===== src/rtl/fmc_pwr_pkg.sv =====
package fmc_pwr_pkg;
  typedef logic [2:0] vcode_t;

  localparam vcode_t VCODE_SAFE = 3'b110;
  localparam vcode_t VCODE_SW   = 3'b111;

  typedef enum logic [3:0] {
    ST_IDLE,
    ST_UP12,
    ST_UPADJ,
    ST_UP33,
    ST_ON,
    ST_DN33,
    ST_DNADJ,
    ST_DN12,
    ST_FAULT
  } seq_state_e;

  function automatic logic pre_sel(vcode_t code);
    return code == 3'b000;
  endfunction
endpackage


===== src/rtl/fmc_vsel.sv =====
module fmc_vsel
  import fmc_pwr_pkg::*;
(
  input  vcode_t dip_i,
  input  vcode_t gpio_code_i,
  output vcode_t code_o
);
  // all switches OFF hands the choice to software
  assign code_o = (dip_i == VCODE_SW) ? gpio_code_i : dip_i;
endmodule


===== src/rtl/fmc_step_timer.sv =====
module fmc_step_timer #(
  parameter int unsigned TIMEOUT_CYC = 1_000_000
) (
  input  logic clk_i,
  input  logic rst_ni,
  input  logic clr_i,
  input  logic run_i,
  output logic expired_o
);
  localparam int unsigned CNT_W = $clog2(TIMEOUT_CYC + 1);
  localparam logic [CNT_W-1:0] LAST = CNT_W'(TIMEOUT_CYC - 1);

  logic [CNT_W-1:0] cnt_q;

  always_ff @(posedge clk_i or negedge rst_ni) begin
    if (!rst_ni)                   cnt_q <= '0;
    else if (clr_i)                cnt_q <= '0;
    else if (run_i && cnt_q != LAST) cnt_q <= cnt_q + 1'b1;
  end

  assign expired_o = run_i && (cnt_q == LAST);
endmodule


===== src/rtl/fmc_pwr_seq.sv =====
module fmc_pwr_seq
  import fmc_pwr_pkg::*;
#(
  parameter int unsigned TIMEOUT_CYC = 1_000_000
) (
  input  logic       clk_i,
  input  logic       rst_ni,
  input  logic       sw_en_i,
  input  logic       card_prsnt_ni,
  input  logic [2:0] dip_i,
  input  logic [2:0] gpio_code_i,
  input  logic       pg_12v_i,
  input  logic       pg_adj_i,
  input  logic       pg_3v3_i,
  output logic       en_12v_o,
  output logic       en_adj_o,
  output logic       en_3v3_o,
  output logic       pg_c2m_o,
  output logic [2:0] vcode_o,
  output logic       vccpd_sel_o,
  output logic       fault_o
);
  seq_state_e state_q, state_d;
  vcode_t     sel_code, code_q;
  logic       go, waiting, expired;

  assign go      = sw_en_i && !card_prsnt_ni;
  assign waiting = state_q inside {ST_UP12, ST_UPADJ, ST_UP33};

  fmc_vsel u_vsel (
    .dip_i      (dip_i),
    .gpio_code_i(gpio_code_i),
    .code_o     (sel_code)
  );

  fmc_step_timer #(.TIMEOUT_CYC(TIMEOUT_CYC)) u_timer (
    .clk_i    (clk_i),
    .rst_ni   (rst_ni),
    .clr_i    (state_d != state_q),
    .run_i    (waiting),
    .expired_o(expired)
  );

  always_comb begin
    state_d = state_q;
    unique case (state_q)
      ST_IDLE:  if (go) state_d = ST_UP12;
      ST_UP12: begin
        if (!go)           state_d = ST_DN12;
        else if (pg_12v_i) state_d = ST_UPADJ;
        else if (expired)  state_d = ST_FAULT;
      end
      ST_UPADJ: begin
        if (!go)           state_d = ST_DNADJ;
        else if (pg_adj_i) state_d = ST_UP33;
        else if (expired)  state_d = ST_FAULT;
      end
      ST_UP33: begin
        if (!go)           state_d = ST_DN33;
        else if (pg_3v3_i) state_d = ST_ON;
        else if (expired)  state_d = ST_FAULT;
      end
      ST_ON:    if (!go) state_d = ST_DN33;
      ST_DN33:  state_d = ST_DNADJ;
      ST_DNADJ: state_d = ST_DN12;
      ST_DN12:  state_d = ST_IDLE;
      ST_FAULT: if (!go) state_d = ST_IDLE;
      default:  state_d = ST_IDLE;
    endcase
  end

  always_ff @(posedge clk_i or negedge rst_ni) begin
    if (!rst_ni) begin
      state_q <= ST_IDLE;
      code_q  <= VCODE_SAFE;
    end else begin
      state_q <= state_d;
      if (state_q == ST_IDLE && go) code_q <= sel_code;
    end
  end

  assign en_12v_o    = state_q inside {ST_UP12, ST_UPADJ, ST_UP33, ST_ON,
                                       ST_DN33, ST_DNADJ, ST_DN12};
  assign en_adj_o    = state_q inside {ST_UPADJ, ST_UP33, ST_ON, ST_DN33, ST_DNADJ};
  assign en_3v3_o    = state_q inside {ST_UP33, ST_ON, ST_DN33};
  assign pg_c2m_o    = state_q == ST_ON;
  assign fault_o     = state_q == ST_FAULT;
  assign vcode_o     = code_q;
  assign vccpd_sel_o = pre_sel(code_q);
endmodule


===== config.mk =====
export PLATFORM = sky130hd
export DESIGN_NAME = fmc_pwr_seq
export DESIGN_NICKNAME = d
export VERILOG_FILES = /design/src/rtl/fmc_pwr_pkg.sv /design/src/rtl/fmc_vsel.sv /design/src/rtl/fmc_step_timer.sv /design/src/rtl/fmc_pwr_seq.sv
export SDC_FILE = /design/constraint.sdc
export NUM_CORES = 1
export LEC_CHECK = 0
export ABC_CLOCK_PERIOD_IN_PS = 1800
export BUFFER_PORTS_ARGS = -buffer_cell sky130_fd_sc_hd__buf_2
export CORE_ASPECT_RATIO = 0.9
export CORE_MARGIN = 8
export CORE_UTILIZATION = 52
export DETAILED_ROUTE_END_ITERATION = 10
export PLACE_DENSITY = 0.88
export SKIP_LAST_GASP = 1
export SLEW_MARGIN = 40
export SYNTH_ARGS = -nofsm -noshare
export SYNTH_HDL_FRONTEND = slang
export SYNTH_SLANG_ARGS = --single-unit

===== constraint.sdc =====
create_clock -name clk_i -period 1.8 [get_ports clk_i]
set_clock_uncertainty 0.1 [all_clocks]
set_input_delay 0 -clock clk_i [delete_from_list [all_inputs] [get_ports clk_i]]
set_output_delay 0 -clock clk_i [all_outputs]
set_load 0.01 [all_outputs]

-- After elaboration in Yosys (flattened, before gate mapping)
Index checks and enable logic that the tools add are counted.
- register bits: 27
- input bits: 13
- output and inout port bits: 9
- word-level logic and storage cells: 42
- add/subtract/negate cells: 1
- equality and inequality tests: 12
- mux-type cells: 14
- reductions and logical operators: 12
- operators by type and width (kind ; count):
    20-bit two-way mux ; 2
    4-bit two-way mux ; 10
    4-bit one-hot mux with 8 select lines ; 1
    20-bit by 1-bit adder with 20-bit output, second input constant ; 1
    20-bit equality test, second input constant ; 1
    20-bit != test, second input constant ; 1
    4-bit by 3-bit equality test with 1-bit output, second input constant ; 4
    4-bit by 2-bit equality test with 1-bit output, second input constant ; 2
    7-bit nonzero test ; 1
    3-bit nonzero test ; 2
    5-bit nonzero test ; 1
    4-bit by 1-bit equality test with 1-bit output, second input constant ; 1
    4-bit equality test, second input constant ; 1
    1-bit logical AND ; 4
    4-bit zero test ; 1
    4-bit != test ; 1
    3-bit equality test, second input constant ; 1
    3-bit zero test ; 1
    3-bit two-way mux ; 1
    2-bit nonzero test ; 1
    1-bit zero test ; 1

-- Depth between registers and ports, before layout
Gate-level depths: netlist of the first run.
- depth in word-level cells: 9
- gate-level depth with buffers: 9
- depth with buffers taken out: 7

-- Modules after synthesis
Synthesis of the first run repeated with hierarchy kept, for this count alone.
- cell total of the unflattened synthesis: 191
- area total of the unflattened synthesis: 1760.4 µm²
- modules (own cells, without submodules) (module ; instances ; cells an instance ; area each (µm²) ; seq. area each (µm²)):
    fmc_step_timer ; 1 ; 117 ; 1136.1 ; 500.5
    fmc_pwr_seq ; 1 ; 67 ; 588.1 ; 177.7
    fmc_vsel ; 1 ; 7 ; 36.3 ; 0.0

-- Worst setup path after synthesis of the first run
OpenSTA, ideal clock, no wires.
- path type: reg-to-reg
- start: register u_timer.cnt_q[0]
- end: register u_timer.cnt_q[3]
- library setup time: 0.120 ns
- data arrival time: 1.667 ns
- slack: -0.087 ns
- cell stages (with the launch flop): 8
- path buffers: 0
- period minus slack after synthesis: 1.887 ns
- cell sequence: dfrtp_1 > ha_1 > and4b_4 > and4_1 > and4_4 > or3_1 > xor2_1 > nor2_1
- word-level cells in the longest chain between the ends: 8
- elaborated cells between the ends (all ways): 17
- RTL lines (what ; line ; RTL):
    from (decl) ; fmc_step_timer.sv:13 ; logic [CNT_W-1:0] cnt_q;
    from (signal assigned) ; fmc_step_timer.sv:18 ; else if (run_i && cnt_q != LAST) cnt_q <= cnt_q + 1'b1;
    20-bit equality test ; fmc_step_timer.sv:21 ; assign expired_o = run_i && (cnt_q == LAST);
    1-bit logical AND ; fmc_step_timer.sv:21 ;
    4-bit two-way mux ; fmc_pwr_seq.sv:51, fmc_pwr_seq.sv:56, fmc_pwr_seq.sv:61 ;
    4-bit two-way mux (on tied branches) ; fmc_pwr_seq.sv:60, fmc_pwr_seq.sv:50, fmc_pwr_seq.sv:55 ;
    4-bit two-way mux (on tied branches) ; fmc_pwr_seq.sv:59, fmc_pwr_seq.sv:49, fmc_pwr_seq.sv:54 ;
    4-bit one-hot mux with 8 select lines ; fmc_pwr_seq.sv:46 ; unique case (state_q)
    4-bit != test ; fmc_pwr_seq.sv:39 ; .clr_i (state_d != state_q),
    20-bit two-way mux / 2-bit nonzero test (equally long branches) ; -- ;
Parallel ways exist; a longest one is shown, timed or not. The select of a mux whose other input is x is not followed.
A chain may end at the register's enable or synchronous reset.

-- Worst setup path in the final report of the first run
- start: register u_timer.cnt_q[10]
- end: register u_timer.cnt_q[0]
The elaborated chain is that of the path after synthesis.

==> results.cfg, run 1 <==
[outcome]
run_status = finished with violations
violations = negative setup slack

[logic_synthesis]
syn_nets = 222
synth-async-reset-ratio_pct = 100
synth.area.top_cells = sky130_fd_sc_hd__dfrtp_1 (36%), sky130_fd_sc_hd__nor2_1 (5.8%), sky130_fd_sc_hd__xor2_1 (5.5%)
synth_edf_count = 0
synthesis.instances = 208
netlist_top_cells_count = sky130_fd_sc_hd__nor2_1 (27), sky130_fd_sc_hd__dfrtp_1 (25), sky130_fd_sc_hd__nand2_1 (24), sky130_fd_sc_hd__a21oi_1 (12), sky130_fd_sc_hd__o21ai_0 (12)
synthesis.yosys.warnings = 0
synth-seq-cells = 27
yosys.area.top_type = sky130_fd_sc_hd__dfrtp_1
synth_largest_type_area_fraction_pct = 35.9
yosys.cell_types.count = 48
seq_area_frac_synth_pct = 38.9
post_synth_instance_area_um2 = 1740
synth_flop_cell = sky130_fd_sc_hd__dfrtp_1
post-synth-top-count-cell = sky130_fd_sc_hd__nor2_1
syn_avg_cell_area_um2 = 8.37

[floorplan]
fp.dieH_um = 70.9
initial_utilization_pct = 52.7
std_cell_rows = 20
die_area_um2 = 5460
design.portCount = 22
die_x_um = 77.0
fp.coreArea_um2 = 3300

[placement]
dpl_worst_slack_ns = -0.229
dpl-instance-area_um2 = 2190
dp_hpwl_um = 3360
gpl.final_weighted_congestion = 0.906
placement.io_buffers = 21

[timing]
fin_setup_tns_ns = -4.27
final_max_slew_viol_count = 0
final.period_utilization_pct = 114
tightest_slew_ns = 0.572
rsz0062_at_grt = true
finalWorstSetupSlack_ns = -0.252
worst_slew_margin_pct = 61.9
final-hold-violation-count = 0
peak_clock_frequency_supported_by_timing_mhz = 487
layout_min_cycle_time_ns = 2.05
setup_violations = 20

[worst_setup_path]
timing.critical_path.fanout_max = 5
cp.required_ns = 1.87
crit_arrival_ns = 2.12
path_class = register to register
timing.critical_path.to_type = register
crit_path_start_kind = register

[clock_network]
cts_sinks = 27
cts.path.max_buffers = 2
worst_setup_hold_path_clk_slew_ns = 0.09
h-tree-depth = 1
ctsRootBufferMaster = sky130_fd_sc_hd__clkbuf_8
worstSkewPairLatency_ns = 0.27
cts-buffers-inserted = 3
tritoncts = built

[pwr]
p_int_mw = 1.59
power.share.clock_pct = 13.4
power.switching_mw = 1.04
power.switching_fraction_pct = 39.5
vdd_ir_drop_max_uv = 830
total_leakage_power_nw = 1.08
power.share.combinational_pct = 56.0
share_of_total_power_in_sequential_cells_pct = 30.6
power_density_nw_per_um2 = 1070

[layout]
final_core_util_pct = 74.7
final_area_um2 = 2470
syn2layout_area_growth_pct = 41.7
num_antenna_cells = 0
num-nets-final = 304
drive_gt1_share_pct = 39.1
num-fill-cells = 224

[routing]
route.detailed.drc = 0
drt_iter0_markers = 225
detail_route.wirelength_um = 5460
postRouteAntennaNets = 0
detail_route.wl_per_cell_um = 16.4
routed_via_density = 5.90
drt_pass1_iterations = 5
route.vias.total = 1966

[global_routing]
number_of_global_route_vias_before_repair = 1878
grt_overflow = 0
grt_pass1_wl_um = 8300
grt_usage_pct = 18.1
antenna_found_initial = 0
grt_start_max_net_pins = 28

[min_path]
hp-class = input pin to register

[run]
max-cap-violations = 0
==> registers in the layout (all words and copies together), names as in the netlist <==
| name | count |
|---|---|
| u_timer.cnt_q | 20 |
| vcode_o | 3 |
| state_q | 4 |
==> path summary, 6_finish.rpt <==
kind                                          startpoint                            to  slack (ns)  cells past startpoint
setup / recovery           u_timer.cnt_q[10]$_DFFE_PN0P_  u_timer.cnt_q[0]$_DFFE_PN0P_       -0.25                      7
max in group asynchronous                         rst_ni          state_q[0]$_DFF_PN0_        1.02                      2
hold reg to reg                   vcode_o[0]$_DFFE_PN0P_        vcode_o[0]$_DFFE_PN0P_        0.42                      2
min in group asynchronous                         rst_ni  u_timer.cnt_q[3]$_DFFE_PN0P_        0.16                      2
setup reg to reg           u_timer.cnt_q[10]$_DFFE_PN0P_  u_timer.cnt_q[0]$_DFFE_PN0P_       -0.25                      7
hold / removal                                  pg_12v_i          state_q[0]$_DFF_PN0_        0.11                      4
==> kinds of logic (layout without fill, tap and decap cells) <==
| kind of cell | count (synthesis) | count (layout) | synth area share (%) |
|---|---|---|---|
| flops | 27 | 27 | 38.9 |
| compound gates | 39 | 39 | 13.5 |
| xor+xnor | 18 | 18 | 9.05 |
| simple gates | 105 | 105 | 32.1 |
| fa+ha+maj | 1 | 1 | 0.718 |
| mux | 2 | 2 | 1.15 |
| buf+inv | 16 | 97 | 4.53 |
==> final cells by class <==
type	instances	area (um^2)	share of cell area [%]
Clock buffer	3	41.3	1.67
Timing Repair Buffer	86	626	25.4
Inverter	7	26.3	1.06
Multi-Input combinational cell	165	1030	41.8
Sequential cell	27	683	27.7
Tap cell	44	55.1	2.23
Clock inverter	1	5.00	0.203
==> metrics by stage <==
stage	power [mW]	cells	hold slack [ns]
after floorplan	1.46	208	-0.396
after global placement	1.94	309	-0.0738
after detailed placement	1.98	309	-0.0709
after CTS	2.53	328	0.0533
after global routing	2.76	333	0.0820
final	2.63	333	0.112
==> layer usage <==
layer / GRT usage, % / wire length [um]
met1: 21.3 / 2190
met2: 31.7 / 2680
met4: 5.65 / 130
met3: 4.43 / 463
met5: 0 / 0
==> worst max-delay path: stages, from the launching register on <==
cell,delay [ns]
sky130_fd_sc_hd__dfrtp_2,0.45
sky130_fd_sc_hd__nor4_4,0.29
sky130_fd_sc_hd__buf_4,0.15
sky130_fd_sc_hd__and4_1,0.20
sky130_fd_sc_hd__and4_4,0.26
sky130_fd_sc_hd__and2b_4,0.21
sky130_fd_sc_hd__xnor2_1,0.21
sky130_fd_sc_hd__nor2_2,0.07
==> layout by cell type (no fill, tap or decap), types with 3 or more instances in the layout <==
master                          instances
sky130_fd_sc_hd__nand3_1                8
sky130_fd_sc_hd__nor2_1                19
sky130_fd_sc_hd__dfrtp_2                4
sky130_fd_sc_hd__dlygate4sd3_1          7
sky130_fd_sc_hd__buf_4                 54
sky130_fd_sc_hd__buf_6                  4
sky130_fd_sc_hd__inv_1                  6
sky130_fd_sc_hd__dfrtp_1               21
sky130_fd_sc_hd__nand2_1               24
sky130_fd_sc_hd__nor2b_1                3
sky130_fd_sc_hd__nand4_1                7
sky130_fd_sc_hd__a21oi_1               12
sky130_fd_sc_hd__nor3_1                 9
sky130_fd_sc_hd__clkbuf_8               3
sky130_fd_sc_hd__buf_2                 21
sky130_fd_sc_hd__xnor2_1                7
sky130_fd_sc_hd__o21ai_0               12
sky130_fd_sc_hd__nor2_2                10
sky130_fd_sc_hd__xor2_1                11
==> power by group through the flow <==
stage | combinational [mW] | clock, mW | sequential [mW]
finish | 1.47 | 0.353 | 0.805
global route | 1.57 | 0.383 | 0.815
floorplan | 0.721 | 0 | 0.739
CTS | 1.39 | 0.349 | 0.792
global placement | 1.13 | 0 | 0.806
detailed placement | 1.17 | 0 | 0.807
==> what timing repair did <==
| action | 4_1_cts | 5_1_grt |
|---|---|---|
| pin swaps | 16 | 6 |
| setup endpoints to repair | 20 | 20 |
| buffers inserted | 6 | 5 |
| cloned | 2 | 0 |
| hold buffers | 7 | 0 |
| hold endpoints to repair | 30 | 0 |
| gates resized for setup | 12 | 9 |
Note: power is estimated with default switching activity, not from simulation.
==> inputs of run 2 (changes only) <==
--- a/config.mk
+++ b/config.mk
@@ -5,13 +5,13 @@
 export SDC_FILE = /design/constraint.sdc
 export NUM_CORES = 1
 export LEC_CHECK = 0
-export ABC_CLOCK_PERIOD_IN_PS = 1800
+export ABC_CLOCK_PERIOD_IN_PS = 2500
 export BUFFER_PORTS_ARGS = -buffer_cell sky130_fd_sc_hd__buf_2
 export CORE_ASPECT_RATIO = 0.9
 export CORE_MARGIN = 8
-export CORE_UTILIZATION = 52
+export CORE_UTILIZATION = 60
 export DETAILED_ROUTE_END_ITERATION = 10
-export PLACE_DENSITY = 0.88
+export PLACE_DENSITY = 0.94
 export SKIP_LAST_GASP = 1
 export SLEW_MARGIN = 40
 export SYNTH_ARGS = -nofsm -noshare
==> constraint.sdc (replaced) <==
create_clock -name clk_i -period 2.5 [get_ports clk_i]
set_clock_uncertainty 0.1 [all_clocks]
set_input_delay 0 -clock clk_i [delete_from_list [all_inputs] [get_ports clk_i]]
set_output_delay 0 -clock clk_i [all_outputs]
set_load 0.01 [all_outputs]
==> results.cfg, run 2 (synthesized netlist as in run 1, its figures left out) <==
[timing]
setup_violations = 0
tightest_slew_ns = 0.580
final_max_slew_viol_count = 0
rsz0062_at_grt = false
final-hold-violation-count = 0
peak_clock_frequency_supported_by_timing_mhz = 453
worst_slew_margin_pct = 61.3
layout_min_cycle_time_ns = 2.21
final.period_utilization_pct = 88.2
finalWorstSetupSlack_ns = 0.294
fin_hold_ws_ns = 0.0275
fin_setup_tns_ns = 0

[clock_network]
tritoncts = built
h-tree-depth = 1
worstSkewPairLatency_ns = 0.33
worst_setup_hold_path_clk_slew_ns = 0.15
cts_sinks = 27
cts.path.max_buffers = 2
cts-buffers-inserted = 3
ctsRootBufferMaster = sky130_fd_sc_hd__clkbuf_4
cts_resized = 0

[floorplan]
fp.dieH_um = 67.1
design.portCount = 22
fp.coreArea_um2 = 2750
initial_utilization_pct = 63.4
die_area_um2 = 4880
std_cell_rows = 18
die_x_um = 72.8

[layout]
post_layout_nonfiller_instances = 275
number_of_flip_flops_under_the_largest_register_name = 20
syn2layout_area_growth_pct = 13.4
final_common_cell = sky130_fd_sc_hd__nor2_1
largest-register = u_timer.cnt_q
final_core_util_pct = 71.9
layout.cells.most_common_list = sky130_fd_sc_hd__nor2_1 (27), sky130_fd_sc_hd__dfrtp_1 (25), sky130_fd_sc_hd__nand2_1 (24), sky130_fd_sc_hd__buf_2 (21)
final_area_um2 = 1970
num-nets-final = 250
drive_gt1_share_pct = 18.3
num_antenna_cells = 0

[placement]
dpl_worst_slack_ns = 0.388
gpl.final_weighted_congestion = 0.924
dpl-instance-area_um2 = 1870
place_inst = 263
dp_hpwl_um = 2820
placement.io_buffers = 21

[global_routing]
antenna_found_initial = 0
grt_pass1_wl_um = 6730
busiest_layer = met2
grt_start_max_net_pins = 28
number_of_global_route_vias_before_repair = 1476
global_route.usage.met2_pct = 28.8
grt_overflow = 0
grt_usage_pct = 17.2
grt_util_met3_pct = 4.35
global_route.usage.met1_pct = 21.9

[routing]
postRouteAntennaNets = 0
route.vias.total = 1567
drt_iter0_markers = 146
route.detailed.drc = 0
detail_route.wl_per_cell_um = 14.6
drt_pass1_iterations = 4
routed_via_density = 5.70
detail_route.wirelength_um = 4010

[pwr]
power_density_nw_per_um2 = 709
power.share.clock_pct = 14.1
vdd_ir_drop_max_uv = 617
p_int_mw = 0.799
power.switching_fraction_pct = 43.0
power.share.combinational_pct = 43.2
power.switching_mw = 0.602
total_leakage_power_nw = 0.790
finalPower_mw = 1.40
share_of_total_power_in_sequential_cells_pct = 42.7

[worst_setup_path]
worst_path_dominant_cell_family = simple AND/OR/NAND/NOR gates
worst_path_max_delay_cell = sky130_fd_sc_hd__dfrtp_1
crit_path_start_kind = register
crit_arrival_ns = 2.33
worstPathCellList = or2_1 > nand3_1 > nor3_1 > o21ai_1 > o211ai_1 > buf_4 > nor2_1
worstPathBufferInverterCount = 1
cp.required_ns = 2.63
path_class = register to register
crit_path_max_incr_delay_ns = 0.69
timing.critical_path.to_type = register
timing.critical_path.fanout_max = 20

[outcome]
run_status = complete, no violations

[min_path]
hp-class = input pin to register

[run]
max-cap-violations = 0
[run 2: changes by cell type in the layout (fill, tap and decap cells not counted), moves of 3 or more]
cell                       delta
sky130_fd_sc_hd__buf_4       -51
sky130_fd_sc_hd__buf_6        -4
sky130_fd_sc_hd__clkbuf_4     +3
sky130_fd_sc_hd__clkbuf_8     -3
sky130_fd_sc_hd__dfrtp_1      +4
sky130_fd_sc_hd__dfrtp_2      -4
sky130_fd_sc_hd__nor2_1       +8
sky130_fd_sc_hd__nor2_2       -8
[run 2: cell type report]
class | instances | area (um^2)
Tap cell | 40 | 50.0
Multi-Input combinational cell | 165 | 985
Inverter | 7 | 26.3
Sequential cell | 27 | 678
Timing Repair Buffer | 32 | 208
Clock inverter | 1 | 5.00
Clock buffer | 3 | 22.5
Fill cell | 228 | 773
[run 2: worst paths after layout]
path / slack, ns / start / to / cells past startpoint
min in group asynchronous: 0.08 / rst_ni / state_q[2]$_DFF_PN0_ / 2
worst min register to register: 0.43 / vcode_o[2]$_DFFE_PN1P_ / vcode_o[2]$_DFFE_PN1P_ / 2
worst max register to register: 0.29 / state_q[1]$_DFF_PN0_ / u_timer.cnt_q[4]$_DFFE_PN0P_ / 7
worst max-delay path: 0.29 / state_q[1]$_DFF_PN0_ / u_timer.cnt_q[4]$_DFFE_PN0P_ / 7
max in group asynchronous: 1.84 / rst_ni / vcode_o[2]$_DFFE_PN1P_ / 2
worst min-delay path: 0.03 / pg_3v3_i / state_q[0]$_DFF_PN0_ / 4
[run 2: worst reg2reg max path: stages, from the launching register on]
cell and delay [ns]:
sky130_fd_sc_hd__dfrtp_1 0.69, sky130_fd_sc_hd__or2_1 0.26, sky130_fd_sc_hd__nand3_1 0.15, sky130_fd_sc_hd__nor3_1 0.32, sky130_fd_sc_hd__o21ai_1 0.11, sky130_fd_sc_hd__o211ai_1 0.09, sky130_fd_sc_hd__buf_4 0.27, sky130_fd_sc_hd__nor2_1 0.11
[run 2: power groups by stage]
stage,clock network (mW),logic (mW),registers [mW]
3_3_place_gp,0,0.576,0.601
2_1_floorplan,0,0.512,0.532
6_report,0.197,0.605,0.599
3_5_place_dp,0,0.588,0.604
5_1_grt,0.216,0.675,0.607
4_1_cts,0.191,0.602,0.595
[run 2: what timing repair did]
action	in CTS	in global routing
hold endpoints to repair	31	0
buffers inserted	0	0
hold buffers	8	0
[run 2: layer usage]
metal  part of all wire [%]  wire length [um]
met5                      0                 0
met3                    5.6               225
met4                    1.1                44
met2                     47              1880
met1                     46              1860
